===== config.mk =====
export PLATFORM = sky130hd
export DESIGN_NAME = vdac_level_encoder
export DESIGN_NICKNAME = d
export VERILOG_FILES = /design/src/rtl/vdac_pkg.sv /design/src/rtl/vdac_capture.sv /design/src/rtl/vdac_channel.sv /design/src/rtl/vdac_sync_add.sv /design/src/rtl/vdac_level_encoder.sv
export SDC_FILE = /design/constraint.sdc
export NUM_CORES = 1
export LEC_CHECK = 0
export BUFFER_PORTS_ARGS = -buffer_cell sky130_fd_sc_hd__buf_4
export CAP_MARGIN = 10
export CORE_MARGIN = 2
export CORE_UTILIZATION = 35
export DETAILED_ROUTE_END_ITERATION = 7
export PLACE_DENSITY_LB_ADDON = 0.1
export REMOVE_ABC_BUFFERS = 1
export SLEW_MARGIN = 30
export SYNTH_ARGS = -nofsm -noshare
export SYNTH_HDL_FRONTEND = slang
export SYNTH_SLANG_ARGS = --single-unit
export TNS_END_PERCENT = 5

===== constraint.sdc =====
create_clock -name clk -period 2.9 [get_ports clk]
set_input_delay 0.87 -clock clk [delete_from_list [all_inputs] [get_ports clk]]
set_output_delay 0.87 -clock clk [all_outputs]
set_load 0.05 [all_outputs]

===== src/rtl/vdac_pkg.sv =====
`timescale 1ns/1ps
package vdac_pkg;
  localparam int NUM_CH = 3;

  typedef enum int {
    CH_RED = 0,
    CH_GRN = 1,
    CH_BLU = 2
  } chan_e;
endpackage


===== src/rtl/vdac_capture.sv =====
`timescale 1ns/1ps
module vdac_capture
  import vdac_pkg::*;
#(
  parameter int DW = 8
) (
  input  logic                       clk,
  input  logic                       rst,
  input  logic                       psave_n,
  input  logic                       blank_n,
  input  logic                       sync,
  input  logic [NUM_CH-1:0][DW-1:0]  pix_in,
  output logic [NUM_CH-1:0][DW-1:0]  pix_q,
  output logic                       blank_q,
  output logic                       sync_q,
  output logic                       active_q
);
  always_ff @(posedge clk) begin
    if (rst) begin
      pix_q    <= '0;
      blank_q  <= 1'b0;
      sync_q   <= 1'b0;
      active_q <= 1'b1;
    end else if (!psave_n) begin
      active_q <= 1'b0;
    end else begin
      pix_q    <= pix_in;
      blank_q  <= blank_n;
      sync_q   <= sync;
      active_q <= 1'b1;
    end
  end

  AST_HOLD_IN_PSAVE: assert property (@(posedge clk) disable iff (rst)
    (!psave_n) |=> ($stable(pix_q) && $stable(blank_q) && $stable(sync_q)));
endmodule


===== src/rtl/vdac_channel.sv =====
`timescale 1ns/1ps
module vdac_channel #(
  parameter int DW = 8
) (
  input  logic          clk,
  input  logic          rst,
  input  logic [DW-1:0] pix_q,
  input  logic          blank_q,
  input  logic          active_q,
  output logic [DW-1:0] video_o,
  output logic [DW-1:0] comp_o
);
  localparam logic [DW-1:0] FULL = {DW{1'b1}};

  logic [DW-1:0] vid_raw;

  always_comb begin
    vid_raw = blank_q ? pix_q : '0;
    if (active_q) begin
      video_o = vid_raw;
      comp_o  = FULL - vid_raw;
    end else begin
      video_o = '0;
      comp_o  = '0;
    end
  end

  AST_BLANKED_CHANNEL: assert property (@(posedge clk) disable iff (rst)
    (active_q && !blank_q) |-> (video_o == '0 && comp_o == FULL));
endmodule


===== src/rtl/vdac_sync_add.sv =====
`timescale 1ns/1ps
module vdac_sync_add #(
  parameter int DW  = 8,
  parameter int GW  = 9,
  parameter int PED = 98
) (
  input  logic [DW-1:0] video_g,
  input  logic          sync_q,
  input  logic          active_q,
  output logic [GW-1:0] green_o
);
  localparam logic [GW-1:0] PED_C = GW'(PED);

  always_comb begin
    green_o = GW'(video_g);
    if (active_q && sync_q) green_o = green_o + PED_C;
  end
endmodule


===== src/rtl/vdac_level_encoder.sv =====
`timescale 1ns/1ps
module vdac_level_encoder
  import vdac_pkg::*;
#(
  parameter int DW  = 8,
  parameter int PED = 98,
  localparam int FULL = (1 << DW) - 1,
  localparam int GW   = $clog2(FULL + PED + 1)
) (
  input  logic          clk,
  input  logic          rst,
  input  logic          psave_n,
  input  logic          blank_n,
  input  logic          sync,
  input  logic [DW-1:0] red_in,
  input  logic [DW-1:0] green_in,
  input  logic [DW-1:0] blue_in,
  output logic [DW-1:0] red_o,
  output logic [GW-1:0] green_o,
  output logic [DW-1:0] blue_o,
  output logic [DW-1:0] red_c_o,
  output logic [DW-1:0] green_c_o,
  output logic [DW-1:0] blue_c_o
);
  logic [NUM_CH-1:0][DW-1:0] pix_in;
  logic [NUM_CH-1:0][DW-1:0] pix_q;
  logic [NUM_CH-1:0][DW-1:0] video;
  logic [NUM_CH-1:0][DW-1:0] comp;
  logic blank_q, sync_q, active_q;

  assign pix_in[CH_RED] = red_in;
  assign pix_in[CH_GRN] = green_in;
  assign pix_in[CH_BLU] = blue_in;

  vdac_capture #(.DW(DW)) u_cap (
    .clk(clk), .rst(rst), .psave_n(psave_n), .blank_n(blank_n), .sync(sync),
    .pix_in(pix_in), .pix_q(pix_q), .blank_q(blank_q), .sync_q(sync_q),
    .active_q(active_q)
  );

  for (genvar i = 0; i < NUM_CH; i++) begin : g_ch
    vdac_channel #(.DW(DW)) u_ch (
      .clk(clk), .rst(rst), .pix_q(pix_q[i]), .blank_q(blank_q),
      .active_q(active_q), .video_o(video[i]), .comp_o(comp[i])
    );
  end

  vdac_sync_add #(.DW(DW), .GW(GW), .PED(PED)) u_sync (
    .video_g(video[CH_GRN]), .sync_q(sync_q), .active_q(active_q),
    .green_o(green_o)
  );

  assign red_o     = video[CH_RED];
  assign blue_o    = video[CH_BLU];
  assign red_c_o   = comp[CH_RED];
  assign green_c_o = comp[CH_GRN];
  assign blue_c_o  = comp[CH_BLU];

  AST_ONE_CYCLE_LATENCY: assert property (@(posedge clk) disable iff (rst)
    (psave_n && blank_n && !sync) |=>
      (red_o == $past(red_in) && blue_o == $past(blue_in) &&
       green_o == GW'($past(green_in))));

  AST_SYNC_PEDESTAL: assert property (@(posedge clk) disable iff (rst)
    (psave_n && blank_n && sync) |=>
      (green_o == GW'($past(green_in)) + GW'(PED) && red_o == $past(red_in)));

  AST_BLANK_LEVELS: assert property (@(posedge clk) disable iff (rst)
    (psave_n && !blank_n) |=>
      (red_o == '0 && blue_o == '0 && green_o == ($past(sync) ? GW'(PED) : '0)));

  AST_COMP_TRACKS: assert property (@(posedge clk) disable iff (rst)
    (psave_n && blank_n) |=>
      (int'(green_c_o) == FULL - int'($past(green_in)) &&
       int'(red_o) + int'(red_c_o) == FULL &&
       int'(blue_o) + int'(blue_c_o) == FULL));

  AST_PSAVE_ZERO: assert property (@(posedge clk) disable iff (rst)
    (!psave_n) |=>
      (red_o == '0 && green_o == '0 && blue_o == '0 &&
       red_c_o == '0 && green_c_o == '0 && blue_c_o == '0));
endmodule


==> impl_results.md, run 1 <==
- Synthesis Warnings: 0
- Commonest non-fill, non-tap cell in the layout: buf_4
- Mean Syn Cell Area: roughly 8.5 sq um
- Drt drc: 0
- Fin nets: roughly 280
- Max stage delay on crit path: between 400 and 500 ps
- Synth Register Bits: 27
- Placed insts: 291
- Global route overflow: 0
- Die Area: approximately 4800 sq um
- Tcrit/Tclk final: 0.9351
- First-pass GRT wire length: 6334 microns
- Hold Crit Class: flop to flop
- Fillers: 404
- Total track usage: 0.1555
- CTS buffer count: 3
- Skew-Pair Late Insertion Delay: 270 ps
- Worst EP required: 2030 ps
- Leak: 1.095 nW
- GPL Wtd Cong: roughly 0.74
- Tmin final: 2712 ps
- Routed wire length: about 3700 microns
- Layout cells sized above 1: 0.3510
- Gr busiest metal: met2
- Worst rel slew slack: 0.7058
- Routed WL per cell: 12.53 microns
- Placeable Area: between 4000 and 5000 sq um
- WP buf/inv: 1
- Pwr Total: around 0.9 mW
- Clock skew: 0 ps
- CP Data Arrival Time: between 1500 and 2000 ps
- Max Slew Vio Count: 0
- Synth Instances: about 180
- Worst path top cell family by delay: simple AND/OR/NAND/NOR gates
- Largest net degree at the start of global routing: 43
- CTS H-tree depth: 1
- Worst vdd ir: ~210 uV
- Most frequent cells in the layout: buf_4 (81), nor2_1 (29), mux2i_1 (26), dfxtp_1 (26), and3_1 (20)
- Die width: between 60 and 70 microns
- Via/cell ratio: between 4 and 5
- Design area: approximately 2100 sq um
- Count of non-filler cells in the finished layout: 295
- Starting Density: 0.3690
- GR Util met2: 0.2372
- Cell variety after synth: 27
- Setup CP Type: flop to output pin
- Reg2reg end: u_cap.blank_q$_SDFFE_PP0P_
- Fmax: roughly 370 MHz
- Nature of the critical path startpoint: flop
- Fin Hold WS: approximately 520 ps
- Multi-input gate area: 869.6 sq um
- Placement Rows: 23
- Dpl cell area: 2085 sq um
- CP endpoint kind: output pin
- Maxcap violations: 0
- Root Buffer: clkbuf_8
- R2R Setup Slk: about 2000 ps
- Final setup violating endpoints: 0
- Cell area after synthesis: ~1500 sq um
- Dpl hpwl: roughly 2600 microns
- P&R area growth vs syn: 41.41%
- N_diodes: 0
- Port buffer count: between 70 and 80
- Sequential share of the synthesized area: 0.3585
- Cts-stage hold buffer count: 0
- Hold Path Cell Cnt: 2
- Vias: roughly 1400
- Final Hold Fails: 0
- Highest net fanout along the worst path: 11
- Register Area: 541.8 sq um
- Num ports: between 70 and 80
- Reg2Reg Depth: 3
- Routed Antenna Nets: 0
- Met3 Track Usage GR: 0.03634
- Initial antenna violation count: 0
- Worst r2r src: u_cap.blank_q$_SDFFE_PP0P_
- Clk slew on worst S/H paths: around 90 ps
- Final Core Density: 0.5217
- Worst Min Path Start: u_cap.pix_q[23]$_SDFFE_PP0P_
- Clock sinks: 27
- Max Root-Sink Buffers: 2
- Worst Hold Path EP: u_cap.pix_q[23]$_SDFFE_PP0P_
- Number of global-route vias before repair: approximately 1300
- Power per cell area: roughly 420 nW/um^2
- RSZ-0062 raised after global routing: false
- M1 GR Usage: 0.2212
- Actual slew at the worst max-slew pin: about 440 ps
- TritonCTS clock tree: done
- Crit path max-delay cell type: dfxtp_2
- Die H: between 60 and 70 microns
- First-pass detailed-route iteration total: 4
- Crit-path cells: and3_1 -> ha_1 -> a311oi_1 -> or4_1 -> nand2_1 -> buf_4
- Initial drt markers: 112
- Outcome: finished clean
cell usage after synthesis:
cell        n  area [sq um]
or4_1       1         7.510
o22ai_1     1         6.260
clkinv_1    1         3.750
nand3_1     1         5.000
nor2_1     29         108.9
nor2b_1     1         6.260
a21oi_1     1         5.000
xnor2_1     1         8.760
clkbuf_1    9         33.78
a21boi_1   19         142.6
dfxtp_1    27         540.5
and3_1     20         125.1
o31a_1      1         8.760
a311oi_1    1         8.760
buf_6       2         22.52
buf_2       6         30.03
a31oi_1     1         6.260
nand4_1     5         31.28
o2111ai_1   1         8.760
xor2_1      2         17.52
buf_4       1         7.510
nand2_1     9         33.78
mux2i_1    26         260.3
o21ai_1     2         10.01
or2_1       1         6.260
ha_1        1         12.51
and2_1      8         50.05
area by class of cell:
cell class	instances	area share
clock inverters	1	0.002347
multi-input cells	132	0.4079
flip-flops and latches	27	0.2541
well taps	50	0.02934
clock buffers	3	0.01937
inverters	1	0.001761
repair buffers	81	0.2852
worst max-delay path by stage:
stage                     cells after the start                        from          to
final                                         6   u_cap.active_q$_SDFF_PP1_  green_o[7]
after global routing                          6   u_cap.active_q$_SDFF_PP1_  green_o[7]
after CTS                                     6   u_cap.active_q$_SDFF_PP1_  green_o[7]
after detailed placement                      6   u_cap.active_q$_SDFF_PP1_  green_o[7]
after global placement                        6   u_cap.active_q$_SDFF_PP1_  green_o[7]
after floorplan                               5  u_cap.blank_q$_SDFFE_PP0P_  green_o[7]
layer usage:
metal,part of all wire,vias to the layer above
met5,0,-
met4,0.0038,0
met3,0.071,2
met2,0.44,46
met1,0.49,642
li1,-,749
per-stage QoR:
step / setup WS, ps / TNS [ps]
floorplan: -235.1 / -452.6
global placement: 418.7 / 0
detailed placement: 400.7 / 0
CTS: 91.84 / 0
global route: 56.23 / 0
finish: 188.3 / 0
registers in the layout (all words and copies together), names as in the netlist:
signal	cells
u_cap.active_q	1
u_cap.blank_q	1
u_cap.pix_q	24
u_cap.sync_q	1
report_power, final:
group	total (mW)	switching, mW	leakage, nW	internal (mW)
Clock	0.208	0.112	0.0255	0.0961
Combinational	0.283	0.178	0.847	0.105
Sequential	0.413	0.0197	0.223	0.393
kinds of logic (layout without fill, tap and decap cells):
logic type	Yosys count	count (layout)	synth area share
adders and majority gates	1	1	0.008297
muxes	26	26	0.1726
DFF	27	27	0.3585
and+or+nand+nor	75	75	0.2481
AOI/OAI and AO/OA	27	27	0.1303
xor gates and xnor gates	3	3	0.01743
buffers and inverters	19	86	0.06473
worst reg2reg max path, stage by stage (launching register included):
cell and delay (ps):
dfxtp_1 380, buf_4 260, mux2i_1 100, nor2_1 90
repair_timing:
| action | CTS | global route |
|---|---|---|
| endpoints found under the setup margin | 0 | 1 |
| setup buffers | 0 | 0 |
| resized for setup | 0 | 1 |
No activity file was read; power rests on OpenSTA's default activity.
==> inputs of run 2 (changes only) <==
--- a/config.mk
+++ b/config.mk
@@ -7,6 +7,7 @@
 export LEC_CHECK = 0
 export BUFFER_PORTS_ARGS = -buffer_cell sky130_fd_sc_hd__buf_4
 export CAP_MARGIN = 10
+export CORE_ASPECT_RATIO = 0.6
 export CORE_MARGIN = 2
 export CORE_UTILIZATION = 35
 export DETAILED_ROUTE_END_ITERATION = 7
==> impl_results.md, run 2 (synthesis results as in run 1) <==
- First-pass detailed-route iteration total: 4
- Vias: 1444
- Initial drt markers: 63
- Final Hold Fails: 0
- Clock sinks: 27
- Maxcap violations: 0
- Commonest non-fill, non-tap cell in the layout: buf_4
- Count of non-filler cells in the finished layout: around 310
- Via/cell ratio: between 4 and 5
- Die H: 54.84 microns
- Placement Rows: 18
- Actual slew at the worst max-slew pin: approximately 460 ps
- Die Area: between 4000 and 5000 sq um
- Initial antenna violation count: 0
- Max Slew Vio Count: 0
- TritonCTS clock tree: done
- First-pass GRT wire length: between 5000 and 6000 microns
- GPL Wtd Cong: about 0.7
- Routed Antenna Nets: 0
- Final setup violating endpoints: 0
- Number of global-route vias before repair: 1233
- Worst EP required: between 2000 and 2500 ps
- Clk slew on worst S/H paths: about 80 ps
- Pre-CTS WS: roughly 450 ps
- PostCTS Resize Cnt: 0
- Root Buffer: clkbuf_8
- Tcrit/Tclk final: 0.9462
- Tmin final: approximately 2700 ps
- Top reg by flops: u_cap.pix_q
- Routed WL per cell: ~12 microns
- N_diodes: 0
- Cts-stage hold buffer count: 0
- Clock skew: 0 ps
- Placeable Area: around 4000 sq um
- Worst vdd ir: 169.6 uV
- Dpl hpwl: about 2600 microns
- Setup CP Type: flop to output pin
- Worst rel slew slack: 0.6931
- Most frequent cells in the layout: buf_4 (81), nor2_1 (29), dfxtp_1 (27)
- Outcome: finished clean
- Highest net fanout along the worst path: 5
- Fin nets: 276
- Fmax: approximately 360 MHz
- Placed insts: 301
- Pwr Total: 0.8979 mW
- RSZ-0062 raised after global routing: false
- Hold Crit Class: flop to flop
- Layout cells sized above 1: 0.3429
- Skew-Pair Late Insertion Delay: around 260 ps
- Port buffer count: 77
- Fin Hold WS: 520.4 ps
- CP endpoint kind: output pin
- Power per cell area: around 420 nW/um^2
- Leak: approximately 1.1 nW
- Die width: ~89 microns
- Setup ws final: around 160 ps
- Largest net degree at the start of global routing: 49
- P&R area growth vs syn: 42.07%
- Routed wire length: approximately 3700 microns
- Post-CTS Setup Bufs: 0
- Starting Density: 0.3658
- Total track usage: 0.1511
- CTS buffer count: 3
- Num ports: 78
- Max reg flops: 24
- Drt drc: 0
- Global route overflow: 0
- Nature of the critical path startpoint: flop
- Max Root-Sink Buffers: 2
- CP Data Arrival Time: around 1900 ps
- CTS H-tree depth: 1
-- run 2: cell count changes in the layout (fill, tap and decap cells not counted), sizes merged --
cell    change
clkbuf      +1
clkinv      -1
-- run 2: final timing paths --
check | from | to | slack, ps | cells after the start
max | u_cap.pix_q[10]$_SDFFE_PP0P_ | green_o[7] | 160 | 6
min | u_cap.pix_q[23]$_SDFFE_PP0P_ | u_cap.pix_q[23]$_SDFFE_PP0P_ | 520 | 2
max reg2reg | u_cap.blank_q$_SDFFE_PP0P_ | u_cap.blank_q$_SDFFE_PP0P_ | 1900 | 3
min reg2reg | u_cap.pix_q[23]$_SDFFE_PP0P_ | u_cap.pix_q[23]$_SDFFE_PP0P_ | 520 | 2
-- run 2: report_power, final --
part           internal (mW)  leakage (nW)  switching, mW  total, mW
Clock                 0.0981        0.0228          0.105      0.203
Combinational          0.105         0.846          0.179      0.283
Sequential             0.393         0.223         0.0188      0.412
Total                  0.596          1.09          0.302      0.898
-- run 2: critical path: stages (launching register included) --
cell and delay (ps):
dfxtp_1 410, and3_1 190, ha_1 210, a311oi_1 120
or4_1 410, nand2_1 80, buf_4 190
-- run 2: metrics by stage --
| step | setup TNS, ps | cell area (sq um) | utilization |
|---|---|---|---|
| after detailed placement | 0 | 2097 | 0.5088 |
| after global placement | 0 | 2097 | 0.5088 |
| after global routing | 0 | 2142 | 0.5197 |
| after CTS | 0 | 2142 | 0.5197 |
| after floorplan | -452.6 | 1414 | - |
| final | 0 | 2142 | 0.5197 |
-- run 2: final cells by class --
| class | instances | area (sq um) |
|---|---|---|
| Fill cell | 420 | 1979 |
| Multi-Input combinational cell | 132 | 869.6 |
| Timing Repair Buffer | 81 | 608.1 |
| Sequential cell | 27 | 540.5 |
| Tap cell | 60 | 75.07 |
| Clock buffer | 4 | 45.04 |
| Inverter | 1 | 3.754 |
-- run 2: metal layers --
layer  GRT usage  part of all wire  wire (microns)
met3     0.04374             0.078             287
met2      0.2326              0.41            1526
met4     0.03283            0.0052              19
met5           0                 0               0
met1      0.2105              0.50            1845
